## src/rtl/split_lsu_pkg.sv

```systemverilog
package split_lsu_pkg;
    localparam int unsigned AW   = 32;
    localparam int unsigned DW   = 32;
    localparam int unsigned NB   = DW / 8;
    localparam int unsigned OFFW = $clog2(NB);

    typedef enum logic [1:0] {
        SZ_BYTE = 2'd0,
        SZ_HALF = 2'd1,
        SZ_WORD = 2'd2
    } size_e;

    typedef enum logic [1:0] {
        ST_IDLE   = 2'd0,
        ST_FIRST  = 2'd1,
        ST_SECOND = 2'd2,
        ST_DRAIN  = 2'd3
    } state_e;

    typedef struct packed {
        logic [NB-1:0] be_lo;
        logic [NB-1:0] be_hi;
        logic          split;
        logic [DW-1:0] wdata;
    } plan_t;

    function automatic logic [NB-1:0] size_mask(size_e s);
        case (s)
            SZ_BYTE: size_mask = NB'(1);
            SZ_HALF: size_mask = NB'(3);
            default: size_mask = '1;
        endcase
    endfunction
endpackage

```

## src/rtl/split_lsu_plan.sv

```systemverilog
module split_lsu_plan
    import split_lsu_pkg::*;
(
    input  logic [OFFW-1:0] off_i,
    input  size_e           size_i,
    input  logic [DW-1:0]   wdata_i,
    output plan_t           plan_o
);
    logic [2*NB-1:0] lanes;
    logic [DW-1:0]   rot;

    // enables of both words: access mask slid up by the offset
    assign lanes = {{NB{1'b0}}, size_mask(size_i)} << off_i;

    always_comb begin
        rot = '0;
        for (int k = 0; k < NB; k++) begin
            logic [OFFW-1:0] src;
            src = OFFW'(k) - off_i;
            rot[k*8 +: 8] = wdata_i[{src, 3'b000} +: 8];
        end
    end

    assign plan_o.be_lo = lanes[NB-1:0];
    assign plan_o.be_hi = lanes[2*NB-1:NB];
    assign plan_o.split = |lanes[2*NB-1:NB];
    assign plan_o.wdata = rot;
endmodule

```

## src/rtl/split_lsu_merge.sv

```systemverilog
module split_lsu_merge
    import split_lsu_pkg::*;
(
    input  logic [DW-1:0]   lo_i,
    input  logic [DW-1:0]   hi_i,
    input  logic [OFFW-1:0] off_i,
    input  size_e           size_i,
    input  logic            sgn_i,
    output logic [DW-1:0]   data_o
);
    logic [2*DW-1:0] joined;
    logic [DW-1:0]   raw;

    assign joined = {hi_i, lo_i} >> {off_i, 3'b000};
    assign raw    = joined[DW-1:0];

    always_comb begin
        case (size_i)
            SZ_BYTE: data_o = {{(DW-8){sgn_i & raw[7]}}, raw[7:0]};
            SZ_HALF: data_o = {{(DW-16){sgn_i & raw[15]}}, raw[15:0]};
            default: data_o = raw;
        endcase
    end
endmodule

```

## src/rtl/split_lsu.sv

```systemverilog
module split_lsu
    import split_lsu_pkg::*;
(
    input  logic          clk,
    input  logic          rst,
    input  logic          req_valid,
    output logic          req_ready,
    input  logic          req_we,
    input  logic [1:0]    req_size,
    input  logic          req_signed,
    input  logic [31:0]   req_addr,
    input  logic [31:0]   req_wdata,
    output logic          rsp_valid,
    output logic [31:0]   rsp_rdata,
    output logic          bus_req,
    input  logic          bus_gnt,
    output logic          bus_we,
    output logic [31:0]   bus_addr,
    output logic [3:0]    bus_be,
    output logic [31:0]   bus_wdata,
    input  logic          bus_rvalid,
    input  logic [31:0]   bus_rdata
);
    state_e          state_q;
    plan_t           plan_d, plan_q;
    logic [AW-1:0]   base_q;
    logic [OFFW-1:0] off_q;
    size_e           size_q;
    logic            sgn_q, we_q, got_q;
    logic [DW-1:0]   lo_q, merged;
    logic            accept, first_beat, last_beat;

    split_lsu_plan u_plan (
        .off_i   (req_addr[OFFW-1:0]),
        .size_i  (size_e'(req_size)),
        .wdata_i (req_wdata),
        .plan_o  (plan_d)
    );

    split_lsu_merge u_merge (
        .lo_i   (plan_q.split ? lo_q : bus_rdata),
        .hi_i   (bus_rdata),
        .off_i  (off_q),
        .size_i (size_q),
        .sgn_i  (sgn_q),
        .data_o (merged)
    );

    assign req_ready  = (state_q == ST_IDLE);
    assign accept     = req_valid && req_ready;
    assign bus_req    = (state_q == ST_FIRST) || (state_q == ST_SECOND);
    assign bus_we     = we_q;
    assign bus_addr   = (state_q == ST_SECOND) ? base_q + AW'(NB) : base_q;
    assign bus_be     = (state_q == ST_SECOND) ? plan_q.be_hi : plan_q.be_lo;
    assign bus_wdata  = plan_q.wdata;
    assign first_beat = bus_rvalid && plan_q.split && !got_q;
    assign last_beat  = bus_rvalid && (!plan_q.split || got_q);

    always_ff @(posedge clk) begin
        if (rst) begin
            state_q   <= ST_IDLE;
            plan_q    <= '0;
            base_q    <= '0;
            off_q     <= '0;
            size_q    <= SZ_BYTE;
            sgn_q     <= 1'b0;
            we_q      <= 1'b0;
            got_q     <= 1'b0;
            lo_q      <= '0;
            rsp_valid <= 1'b0;
            rsp_rdata <= '0;
        end else begin
            rsp_valid <= 1'b0;
            case (state_q)
                ST_IDLE: if (accept) begin
                    state_q <= ST_FIRST;
                    plan_q  <= plan_d;
                    base_q  <= {req_addr[AW-1:OFFW], {OFFW{1'b0}}};
                    off_q   <= req_addr[OFFW-1:0];
                    size_q  <= size_e'(req_size);
                    sgn_q   <= req_signed;
                    we_q    <= req_we;
                    got_q   <= 1'b0;
                end
                ST_FIRST:  if (bus_gnt) state_q <= plan_q.split ? ST_SECOND : ST_DRAIN;
                ST_SECOND: if (bus_gnt) state_q <= ST_DRAIN;
                default: ;
            endcase
            if (first_beat) begin
                lo_q  <= bus_rdata;
                got_q <= 1'b1;
            end
            if (last_beat && state_q == ST_DRAIN) begin
                state_q   <= ST_IDLE;
                rsp_valid <= 1'b1;
                rsp_rdata <= we_q ? '0 : merged;
            end
        end
    end

    AST_ADDR_WORD: assert property (@(posedge clk) disable iff (rst)
        bus_req |-> bus_addr[1:0] == 2'b00);
    AST_REQ_HELD: assert property (@(posedge clk) disable iff (rst)
        bus_req && !bus_gnt |=> bus_req && $stable(bus_addr) && $stable(bus_be) && $stable(bus_wdata));
    AST_BE_PRESENT: assert property (@(posedge clk) disable iff (rst)
        bus_req |-> bus_be != 4'b0000);
    AST_RSP_PULSE: assert property (@(posedge clk) disable iff (rst)
        rsp_valid |=> !rsp_valid);
    AST_RSP_IDLE: assert property (@(posedge clk) disable iff (rst)
        rsp_valid |-> req_ready && !bus_req);
    AST_ACCEPT_BUSY: assert property (@(posedge clk) disable iff (rst)
        req_valid && req_ready |=> !req_ready && bus_req);
endmodule

```

## config.mk

```make
export PLATFORM = sky130hd
export DESIGN_NAME = split_lsu
export DESIGN_NICKNAME = d
export VERILOG_FILES = /design/src/rtl/split_lsu_pkg.sv /design/src/rtl/split_lsu_plan.sv /design/src/rtl/split_lsu_merge.sv /design/src/rtl/split_lsu.sv
export SDC_FILE = /design/constraint.sdc
export NUM_CORES = 1
export LEC_CHECK = 0
export BUFFER_PORTS_ARGS = -buffer_cell sky130_fd_sc_hd__buf_4
export CELL_PAD_IN_SITES_DETAIL_PLACEMENT = 1
export CELL_PAD_IN_SITES_GLOBAL_PLACEMENT = 1
export CORE_ASPECT_RATIO = 0.75
export CORE_MARGIN = 4
export CORE_UTILIZATION = 43
export DETAILED_ROUTE_END_ITERATION = 10
export PLACE_DENSITY_LB_ADDON = 0.1
export SYNTH_ARGS = -nofsm -noshare
export SYNTH_HDL_FRONTEND = slang
export SYNTH_HIERARCHICAL = 1
export SYNTH_SLANG_ARGS = --single-unit
```

## constraint.sdc

```tcl
create_clock -name clk -period 5.25 [get_ports clk]
set_input_delay 0.525 -clock clk [delete_from_list [all_inputs] [get_ports clk]]
set_output_delay 0.525 -clock clk [all_outputs]
set_load 0.01 [all_outputs]
```

==> results_dict.tcl <==
set metrics [dict create \
    synthMuxAreaShare 0.237 \
    io_pins 209 \
    yosys.area_share.xor_xnor 0.0310 \
    place.port_buffers 206 \
    htreeDepth 4 \
    synth.top_cells.by_area "dfxtp_1 (35%), mux4_2 (18%), nand2_1 (12%)" \
    min_period_over_period 0.614 \
    post-synth-top-area-fraction 0.355 \
    yosysTopAreaCell "dfxtp_1" \
    post_route_skew_ps 15.9 \
    rsz_0062_raised_after_global_routing "no" \
    postCtsSetupBuffers 0 \
    tightestPinTransition_ps 1070 \
    synthSimpleGateAreaFrac 0.164 \
    total_of_flip_flops_plus_latches_after_synthesis 145 \
    netlist_area_mm2 0.00819 \
    via_count_of_the_first_global_routing_pass 7060 \
    ratio_of_cells_with_drive_above_1_in_the_final_layout 0.353 \
    dp.cells 1245 \
    timing.critical_path.fanout_max 12 \
    cts_tree "built" \
    cp.arrival_ps 2700 \
    leakagePower_nw 4.05 \
    synth_top_family_by_area "multiplexers" \
    regToRegSetupSlack_ps 2340 \
    wl_per_cell_um 20.0 \
    first_pass_iters 4 \
    dp.final_hpwl_um 17900 \
    final_worst_path_period_need_ps 3220 \
    globalRoute.totalOverflow 0 \
    design.die.area_mm2 0.0213 \
    first_pass_grt_wire_length_um 40400 \
    place.gp.congestion 0.846 \
    number_of_cells_produced_by_synthesis 889 \
    clk-insertion-delay-late_ps 430 \
    postCtsHoldBufs 0 \
    critPathLaunchType "flop" \
    post_cts_resized 0 \
    route.final.wire_length_um 25600 \
    synth.avg_cell_area_um2 9.21 \
    vdd_drop_max_uv 169 \
    postRouteAntennaNets 0 \
    initial_antenna_violation_count 0 \
    floorplan.die.width_um 167 \
    track_usage 0.237 \
    pwr-share-comb 0.320 \
    clock_root_buffer "clkbuf_16" \
    yosys.cell_count.top_type "nand2_1" \
    clk_transition_reported_paths_ps 60 \
    finalHoldViolCount 0 \
    detailedRoute.firstIterationViolations 688 \
    power_density_mw_per_mm2 388 \
    max_cap_violations 0 \
    maximum_number_of_pins_on_one_net_before_global_route_repair 66 \
    worst_setup_path_end_kind "primary output" \
    synth_seq_area_share 0.355 \
    synth_compound_area_frac 0.124 \
    power.clock.fraction 0.328 \
    die_h_um 128 \
    instances_no_fill 1277 \
    path_class "flop to primary output" \
    core.rowCount 43 \
    post-route-cell-area_mm2 0.0101 \
    synth_flop_cell "dfxtp_1" \
    yosysWarningCount 6 \
    p_sw_mw 1.37 \
    setup-tns-final_ps 0 \
    fmax_mhz 310 \
    clock_sinks 145 \
    status "finished, final reports clean" \
    synth-async-reset-ratio 0 \
    maxSlewViolCount 0 \
    synthAdderAreaFrac 0.0107 \
    worst-endpoint-required_ps 4720 \
    register_share_of_total_power 0.352 \
    max_slew_margin 0.283 \
    antenna_cells 0 \
    fill_cells 2134 \
    setup_viol 0 \
    floorplan.initialDensity 0.440 \
    vias 7189 \
    synth_cell_type_count 43 \
    buffers_from_clock_root_to_sink_at_most 2 \
    post-route-drc-count 0 \
    final_net_count 1129 \
    area_overhead_of_the_layout_relative_to_synthesis_pct 23.9 \
    synth_common_cells "nand2_1 (255), dfxtp_1 (145), a21oi_1 (112), mux4_2 (64), buf_4 (39)" \
    power_report.internal_total_mw 2.56 \
    synth_enable_flop_cells 0 \
    drt-vias-per-instance 5.63 \
    hold_class "input pin to flop" \
    std_cell_core_area_mm2 0.0186 \
    cts_buf_count 17 \
    dp_area_mm2 0.00952 \
    power.share.switching 0.349 \
]
[path summary, 6_finish.rpt]
check                     from       endpoint  depth (start not counted)
setup / recovery    state_q[0]   bus_addr[30]                          7
hold / removal    req_addr[15]     base_q[15]                          3
setup reg to reg    plan_q[32]  rsp_rdata[30]                          5
hold reg to reg          got_q          got_q                          2
[metrics by stage]
| stage | hold WS, ps | total power, mW | util | setup WS (ps) |
|---|---|---|---|---|
| floorplan | 431 | 2.23 | - | 2810 |
| global placement | 439 | 2.63 | 0.511 | 2370 |
| detailed placement | 447 | 2.66 | 0.511 | 2350 |
| CTS | 330 | 3.97 | 0.545 | 2000 |
| global route | 341 | 4.15 | 0.545 | 1810 |
| finish | 343 | 3.93 | 0.545 | 2030 |
[sequential cells by signal (all words and copies together) (netlist names)]
name,cells
bus_we,1
size_q,2
plan_q,9
base_q,30
bus_wdata,32
got_q,1
sgn_q,1
rsp_valid,1
rsp_rdata,32
lo_q,32
off_q,2
state_q,2
[area by class of cell]
cell class              instances  area (um^2)  share of cell area
clock buffers                  17          425              0.0419
clock inverters                15          196              0.0194
inverters                       6         22.5             0.00222
multi-input cells             632         4670               0.461
flip-flops and latches        145         2900               0.286
well taps                     247          309              0.0305
repair buffers                215         1610               0.159
[kinds of logic (layout without fill, tap and decap cells)]
family / after synthesis / in the layout
compound gates: 175 / 175
other cells: 2 / 3
xor+xnor: 29 / 29
simple gates: 313 / 313
buf+inv: 113 / 253
flops: 145 / 145
mux: 105 / 105
fa+ha+maj: 7 / 7
[layout by cell type (no fill, tap or decap), drive strengths merged, types with 2 or more instances in the layout]
cell	n
a21oi	112
inv	14
buf	215
bufinv	3
nand2b	4
nor2b	2
mux2	37
conb	3
ha	7
or2	2
o21bai	2
nor4	3
and2	2
nor2	10
clkbuf	17
clkinvlp	3
o21ai	25
xnor2	22
xor2	7
and3	5
mux2i	2
and4	2
dfxtp	145
nor3	5
mux4	66
nand2	255
nand3	11
nand4	11
a22o	32
[per-layer routing]
layer | vias up | GRT usage | routed length, um
met5 | - | 0 | 0
met4 | 0 | 0.0501 | 176
met3 | 15 | 0.0569 | 2120
met2 | 250 | 0.348 | 11200
met1 | 3580 | 0.355 | 12000
li1 | 3344 | - | -
[power by group through the flow]
stage | combinational [mW] | clock (mW) | sequential [mW]
after floorplan | 0.900 | 0 | 1.33
after global placement | 1.23 | 0 | 1.40
after detailed placement | 1.25 | 0 | 1.41
after CTS | 1.27 | 1.31 | 1.38
after global routing | 1.38 | 1.37 | 1.41
final | 1.26 | 1.29 | 1.38
[critical path, stage by stage (launching register included)]
cell and delay [ps]:
dfxtp_1 350, inv_1 90, ha_1 520, nand3_1 280
nor4_4 530, nand4_1 180, xnor2_1 180, buf_4 140
Power figures use the tool's default switching activity.
